**config.mk**
```make
export PLATFORM = sky130hd
export DESIGN_NAME = ss_period_select
export DESIGN_NICKNAME = d
export VERILOG_FILES = /design/src/rtl/ss_pkg.sv /design/src/rtl/ss_code_gen.sv /design/src/rtl/ss_period_table.sv /design/src/rtl/ss_duty_scale.sv /design/src/rtl/ss_period_timer.sv /design/src/rtl/ss_period_select.sv
export SDC_FILE = /design/constraint.sdc
export NUM_CORES = 1
export LEC_CHECK = 0
export BUFFER_PORTS_ARGS = -buffer_cell sky130_fd_sc_hd__buf_2
export CORE_ASPECT_RATIO = 0.75
export CORE_MARGIN = 4
export CORE_UTILIZATION = 57
export CTS_BUF_LIST = sky130_fd_sc_hd__clkbuf_4 sky130_fd_sc_hd__clkbuf_8
export CTS_CLUSTER_DIAMETER = 80
export CTS_CLUSTER_SIZE = 12
export DETAILED_ROUTE_END_ITERATION = 16
export PLACE_DENSITY_LB_ADDON = 0.1
export SLEW_MARGIN = 20
export SYNTH_ARGS = -nofsm -noshare
export SYNTH_HDL_FRONTEND = slang
export SYNTH_SLANG_ARGS = --single-unit
```
**constraint.sdc**
```tcl
create_clock -name clk -period 8.2 [get_ports clk]
set_input_delay 2.05 -clock clk [delete_from_list [all_inputs] [get_ports clk]]
set_output_delay 2.05 -clock clk [all_outputs]
set_load 0.05 [all_outputs]
```
**src/rtl/ss_pkg.sv**
```systemverilog
package ss_pkg;

  // Rounded reference-clock count for one period of bin `code`.
  function automatic int unsigned bin_period(input int unsigned ref_khz,
                                             input int unsigned base_khz,
                                             input int unsigned step_khz,
                                             input int unsigned code);
    int unsigned f;
    f = base_khz + step_khz * code;
    return (ref_khz + f / 2) / f;
  endfunction

  // Feedback tap mask for a maximal-length Fibonacci LFSR, shift-left form.
  function automatic int unsigned lfsr_taps(input int unsigned width);
    case (width)
      2:       return 32'h3;
      3:       return 32'h6;
      4:       return 32'hC;
      5:       return 32'h14;
      6:       return 32'h30;
      default: return 32'hC;
    endcase
  endfunction

endpackage

```
**src/rtl/ss_code_gen.sv**
```systemverilog
module ss_code_gen #(
  parameter int unsigned CODE_W = 4
) (
  input  logic              clk,
  input  logic              rst,
  input  logic              advance,
  output logic [CODE_W-1:0] code_q
);
  localparam logic [CODE_W-1:0] TAPS = CODE_W'(ss_pkg::lfsr_taps(CODE_W));

  logic              feedback;
  logic              low_zero;
  logic [CODE_W-1:0] code_nxt;

  // The all-zero state is inserted after 100..0 so the period is 2^CODE_W.
  assign low_zero = (code_q[CODE_W-2:0] == '0);
  assign feedback = (^(code_q & TAPS)) ^ low_zero;
  assign code_nxt = {code_q[CODE_W-2:0], feedback};

  always_ff @(posedge clk) begin
    if (rst)          code_q <= '0;
    else if (advance) code_q <= code_nxt;
  end

  a_r1_reset_seed: assert property (@(posedge clk) rst |=> code_q == '0);

  a_r5_code_held: assert property (@(posedge clk) disable iff (rst)
    !advance |=> $stable(code_q));

  a_r2_code_moves: assert property (@(posedge clk) disable iff (rst)
    advance |=> code_q != $past(code_q));

  a_r2_zero_exit: assert property (@(posedge clk) disable iff (rst)
    (advance && code_q == '0) |=> code_q == CODE_W'(1));

endmodule

```
**src/rtl/ss_period_table.sv**
```systemverilog
module ss_period_table #(
  parameter int unsigned CODE_W   = 4,
  parameter int unsigned CNT_W    = 7,
  parameter int unsigned REF_KHZ  = 208000,
  parameter int unsigned BASE_KHZ = 2000,
  parameter int unsigned STEP_KHZ = 40
) (
  input  logic [CODE_W-1:0] code,
  output logic [CNT_W-1:0]  period
);
  localparam int unsigned NBINS = 1 << CODE_W;

  logic [CNT_W-1:0] table_q [NBINS];

  for (genvar k = 0; k < NBINS; k++) begin : g_bin
    assign table_q[k] = CNT_W'(ss_pkg::bin_period(REF_KHZ, BASE_KHZ, STEP_KHZ, k));
  end

  assign period = table_q[code];

endmodule

```
**src/rtl/ss_duty_scale.sv**
```systemverilog
module ss_duty_scale #(
  parameter int unsigned CNT_W  = 7,
  parameter int unsigned DUTY_W = 8
) (
  input  logic [CNT_W-1:0]  period,
  input  logic [DUTY_W-1:0] duty,
  output logic [CNT_W-1:0]  on_cnt
);
  localparam int unsigned PW = CNT_W + DUTY_W;

  // The top CNT_W bits of the product give the floor of P * D / 2^DUTY_W.
  assign on_cnt = CNT_W'((PW'(period) * PW'(duty)) >> DUTY_W);

endmodule

```
**src/rtl/ss_period_timer.sv**
```systemverilog
module ss_period_timer #(
  parameter int unsigned CNT_W = 7
) (
  input  logic             clk,
  input  logic             rst,
  input  logic             run,
  input  logic [CNT_W-1:0] period,
  input  logic [CNT_W-1:0] on_cnt,
  output logic             period_end,
  output logic             gate
);
  logic [CNT_W-1:0] cnt;
  logic             last;

  assign last       = (cnt == period - 1'b1);
  assign period_end = run && last;
  assign gate       = run && (cnt < on_cnt);

  always_ff @(posedge clk) begin
    if (rst || !run || last) cnt <= '0;
    else                     cnt <= cnt + 1'b1;
  end

  a_r3_count_in_range: assert property (@(posedge clk) disable iff (rst)
    run |-> cnt < period);

  a_r4_gate_low_at_end: assert property (@(posedge clk) disable iff (rst)
    period_end |-> !gate);

  a_r8_idle_clear: assert property (@(posedge clk) disable iff (rst)
    !run |=> cnt == '0);

endmodule

```
**src/rtl/ss_period_select.sv**
```systemverilog
module ss_period_select #(
  parameter int unsigned CODE_W   = 4,
  parameter int unsigned DUTY_W   = 8,
  parameter int unsigned REF_KHZ  = 208000,
  parameter int unsigned BASE_KHZ = 2000,
  parameter int unsigned STEP_KHZ = 40
) (
  input  logic              clk,
  input  logic              rst,
  input  logic              enable,
  input  logic [DUTY_W-1:0] duty_frac,
  input  logic              ext_lock,
  input  logic              debug_mode,
  output logic              period_end,
  output logic              sw_gate,
  output logic [CODE_W-1:0] bin_code
);
  localparam int unsigned MAX_PER = ss_pkg::bin_period(REF_KHZ, BASE_KHZ, STEP_KHZ, 0);
  localparam int unsigned CNT_W   = $clog2(MAX_PER + 1);

  logic              en_q;
  logic              byp_q;
  logic [DUTY_W-1:0] duty_q;
  logic              boundary;
  logic              code_adv;
  logic [CODE_W-1:0] lfsr_code;
  logic [CNT_W-1:0]  per_w;
  logic [CNT_W-1:0]  on_w;
  logic              pe_w;
  logic              gate_w;

  // Period settings are taken while idle or at the end of a period.
  assign boundary = !en_q || pe_w;
  assign code_adv = pe_w && !byp_q;
  assign bin_code = byp_q ? '0 : lfsr_code;

  always_ff @(posedge clk) begin
    if (rst) begin
      en_q   <= 1'b0;
      byp_q  <= 1'b0;
      duty_q <= '0;
    end else begin
      en_q <= enable;
      if (boundary) begin
        byp_q  <= ext_lock | debug_mode;
        duty_q <= duty_frac;
      end
    end
  end

  ss_code_gen #(.CODE_W(CODE_W)) u_code (
    .clk     (clk),
    .rst     (rst),
    .advance (code_adv),
    .code_q  (lfsr_code)
  );

  ss_period_table #(
    .CODE_W   (CODE_W),
    .CNT_W    (CNT_W),
    .REF_KHZ  (REF_KHZ),
    .BASE_KHZ (BASE_KHZ),
    .STEP_KHZ (STEP_KHZ)
  ) u_table (
    .code   (bin_code),
    .period (per_w)
  );

  ss_duty_scale #(.CNT_W(CNT_W), .DUTY_W(DUTY_W)) u_scale (
    .period (per_w),
    .duty   (duty_q),
    .on_cnt (on_w)
  );

  ss_period_timer #(.CNT_W(CNT_W)) u_timer (
    .clk        (clk),
    .rst        (rst),
    .run        (en_q),
    .period     (per_w),
    .on_cnt     (on_w),
    .period_end (pe_w),
    .gate       (gate_w)
  );

  assign period_end = pe_w;
  assign sw_gate    = gate_w;

  a_r6_base_period: assert property (@(posedge clk) disable iff (rst)
    byp_q |-> per_w == CNT_W'(MAX_PER));

  a_r6_sequence_frozen: assert property (@(posedge clk) disable iff (rst)
    byp_q |=> $stable(lfsr_code));

  a_r7_duty_held: assert property (@(posedge clk) disable iff (rst)
    !boundary |=> $stable(duty_q));

endmodule

```
==> reports/metrics.cfg <==
[outcome]
status=finished with violations
violations=setup timing

[yosys]
synth_top_family_by_area=adder cells
synth-simple-area-share_pct=21.9
synth_adder_area_share_pct=35.8
netlist_area_sq_um=3030
ys.flop_type=dfxtp_1
ys_seq_area_share_pct=13.9
synthCells=333
ys_seq_elements=21
synth_edf_count=0
synth_xor_area_share_pct=5.99
yosysUniqueCellTypes=55
ys_warn_count=0
synth.mux.area_fraction_pct=5.16
synth_nets=416
synth_compound_gate_area_share_pct=10.3
async_reset_ff_share_pct=0
avgSynthCellArea_sq_um=9.10

[global_routing]
grt_max_degree=17
grt_pass1_vias=2429
grt_antenna_before_repair=0
grt_pass1_wl_mm=12.3
grt_remaining_overflow=0
grt.total_usage_pct=23.2

[timing]
skew_ns=0.0108
finalCriticalPeriod_ns=8.39
fmax_mhz=119
drv_slew=0
setup_tns_ns=-0.193
whs_ns=0.546
hold_viol=0
finalCritPeriodShare_pct=102
fin_ws_ns=-0.193
setup_viol=1
slew_headroom_pct=59.8
tightest_slew_ns=0.597
rsz0062_at_grt=yes

[worst_setup_path]
critPathMaxFanout=6
slowest_stage=fa_1
reg2reg_from=byp_q
required_ns=6.15
path_common_cell=fa_1
cpLargestDelayFamily=adder cells
crit_buf_inv=8
worstSetupStartpoint=byp_q
r2r_slack_ns=4.30
critical_path_cell_count=31
cp_slowest_stage_delay_ns=0.54
critPathLaunchType=flop
critPathKind=reg -> out
reg2reg_depth=16
critPathCaptureType=output pin
crit_arrival_ns=6.34

[job]
cap_violations=0

[floorplan]
dieHeight_microns=71.1
core_area_sq_um=5010
dieArea_sq_um=6560
die_width_microns=92.2
start_util_pct=60.5
ios=19
row_count=22

[placement]
hpwl_mm=5.66
port_buffers=18
gp_congestion=0.922
dp.cells=440

[hold_path]
hold_depth=1
hp-class=reg -> reg
holdCritStartpoint=u_timer.cnt[0]

[route]
drt-vias-per-instance=5.48
vias=2473
remaining_drc_errors=0
routedWlPerCell_microns=15.6
wl_mm=7.03
drt_first_pass_iters=4
final_antenna_net_count=0
drt_iter0_drc=146

[clock_tree]
clock-root-buffer=clkbuf_8
cts-buffers-inserted=3
h-tree-depth=1
cts_buffer_depth=2
clock-sinks=21
cts_tree=done
insertion_delay_ns=0.27
clkTransAtPathRegs_ns=0.09

[layout]
mostFrequentLayoutCell=ha_1
insertedDiodeCount=0
mostFrequentLayoutCells=ha_1 (38), inv_1 (35), buf_4 (32)
drive_above_1_share_pct=22.2
area_growth_pct=17.6
n_fill_cell=429
instances_no_fill=451
nets=463

[power]
powerDensity_nw_per_um2=84.1
vdd_drop_max_mv=0.0612
p_leak_nw=1.79

logic make-up (layout without fill, tap and decap cells):
| kind of cell | count (synthesis) | after routing |
|---|---|---|
| adder cells (fa/ha/maj) | 70 | 70 |
| flip-flops | 21 | 21 |
| AND/OR/NAND/NOR | 118 | 118 |
| buffers and inverters | 48 | 94 |
| XOR/XNOR | 19 | 19 |
| AO/OA/AOI/OAI | 42 | 42 |
| multiplexers | 15 | 15 |
cell usage after synthesis, types with 2 or more instances:
cell	count	area share [%]
ha_1	42	17
inv_1	38	4.7
and2_1	32	6.6
fa_1	28	18
nor2_1	22	2.7
dfxtp_1	21	14
mux2i_1	13	4.3
nand2_1	13	1.6
xnor2_1	12	3.5
nand2b_1	9	1.9
a21oi_1	7	1.2
nor2b_1	7	1.4
nand3_1	6	0.99
xor2_1	6	1.7
and3_1	5	1.0
a211oi_1	4	0.99
a21o_1	4	0.99
buf_2	4	0.66
nand4_1	4	0.83
o21ai_0	4	0.66
or2_1	4	0.83
a211o_1	3	0.87
a31oi_1	3	0.62
buf_6	3	1.1
nor3_1	3	0.50
a2bb2oi_1	2	0.58
nand3b_1	2	0.50
o21bai_1	2	0.50
o31ai_1	2	0.50
o41ai_1	2	0.58
or2b_1	2	0.50
report_power, final:
group          leakage [nW]  internal [mW]  total [mW]  switching [mW]
logic                  1.59         0.0496       0.112          0.0621
clock network        0.0262         0.0380      0.0758          0.0378
registers             0.172          0.105       0.112         0.00695
total                  1.79          0.193       0.300           0.107
path summary, 6_finish.rpt:
path	to
max	sw_gate
min	u_timer.cnt[0]
max reg2reg	u_timer.cnt[5]
min reg2reg	u_timer.cnt[0]
metal layers:
layer,wire (microns),up-vias,global-route usage [%]
met5,0,-,0
met4,85,0,3.62
met3,438,8,4.36
met2,2920,73,33.7
met1,3580,1170,36.3
li1,-,1222,-
registers in the layout (all words and copies together) (netlist names):
signal         cells
en_q               1
duty_q             8
u_timer.cnt        7
u_code.code_q      4
byp_q              1
through the flow:
step | setup slack [ns] | total power, mW | instance area, sq um | utilization [%]
2_1_floorplan | -0.0785 | 0.193 | 3080 | -
3_3_place_gp | 0.109 | 0.218 | 3390 | 67.6
3_5_place_dp | -0.0651 | 0.222 | 3390 | 67.6
4_1_cts | -0.240 | 0.302 | 3540 | 70.7
5_1_grt | -0.480 | 0.325 | 3560 | 71.2
6_report | -0.193 | 0.300 | 3560 | 71.2
final cells by class:
| cell class | count | area, sq um | share of cell area, % |
|---|---|---|---|
| inverter | 39 | 146 | 4.11 |
| tap | 72 | 90.1 | 2.53 |
| multi-input combinational | 264 | 2510 | 70.3 |
| clock buffer | 4 | 48.8 | 1.37 |
| sequential | 21 | 424 | 11.9 |
| timing repair buffer | 51 | 348 | 9.76 |
what timing repair did:
item | 4_1_cts | 5_1_grt
setup buffers | 6 | 1
gates resized for setup | 13 | 4
setup endpoints to repair | 1 | 1
hold buffers | 0 | 0
pin swaps | 13 | 7
No activity file was read; power rests on OpenSTA's default activity.
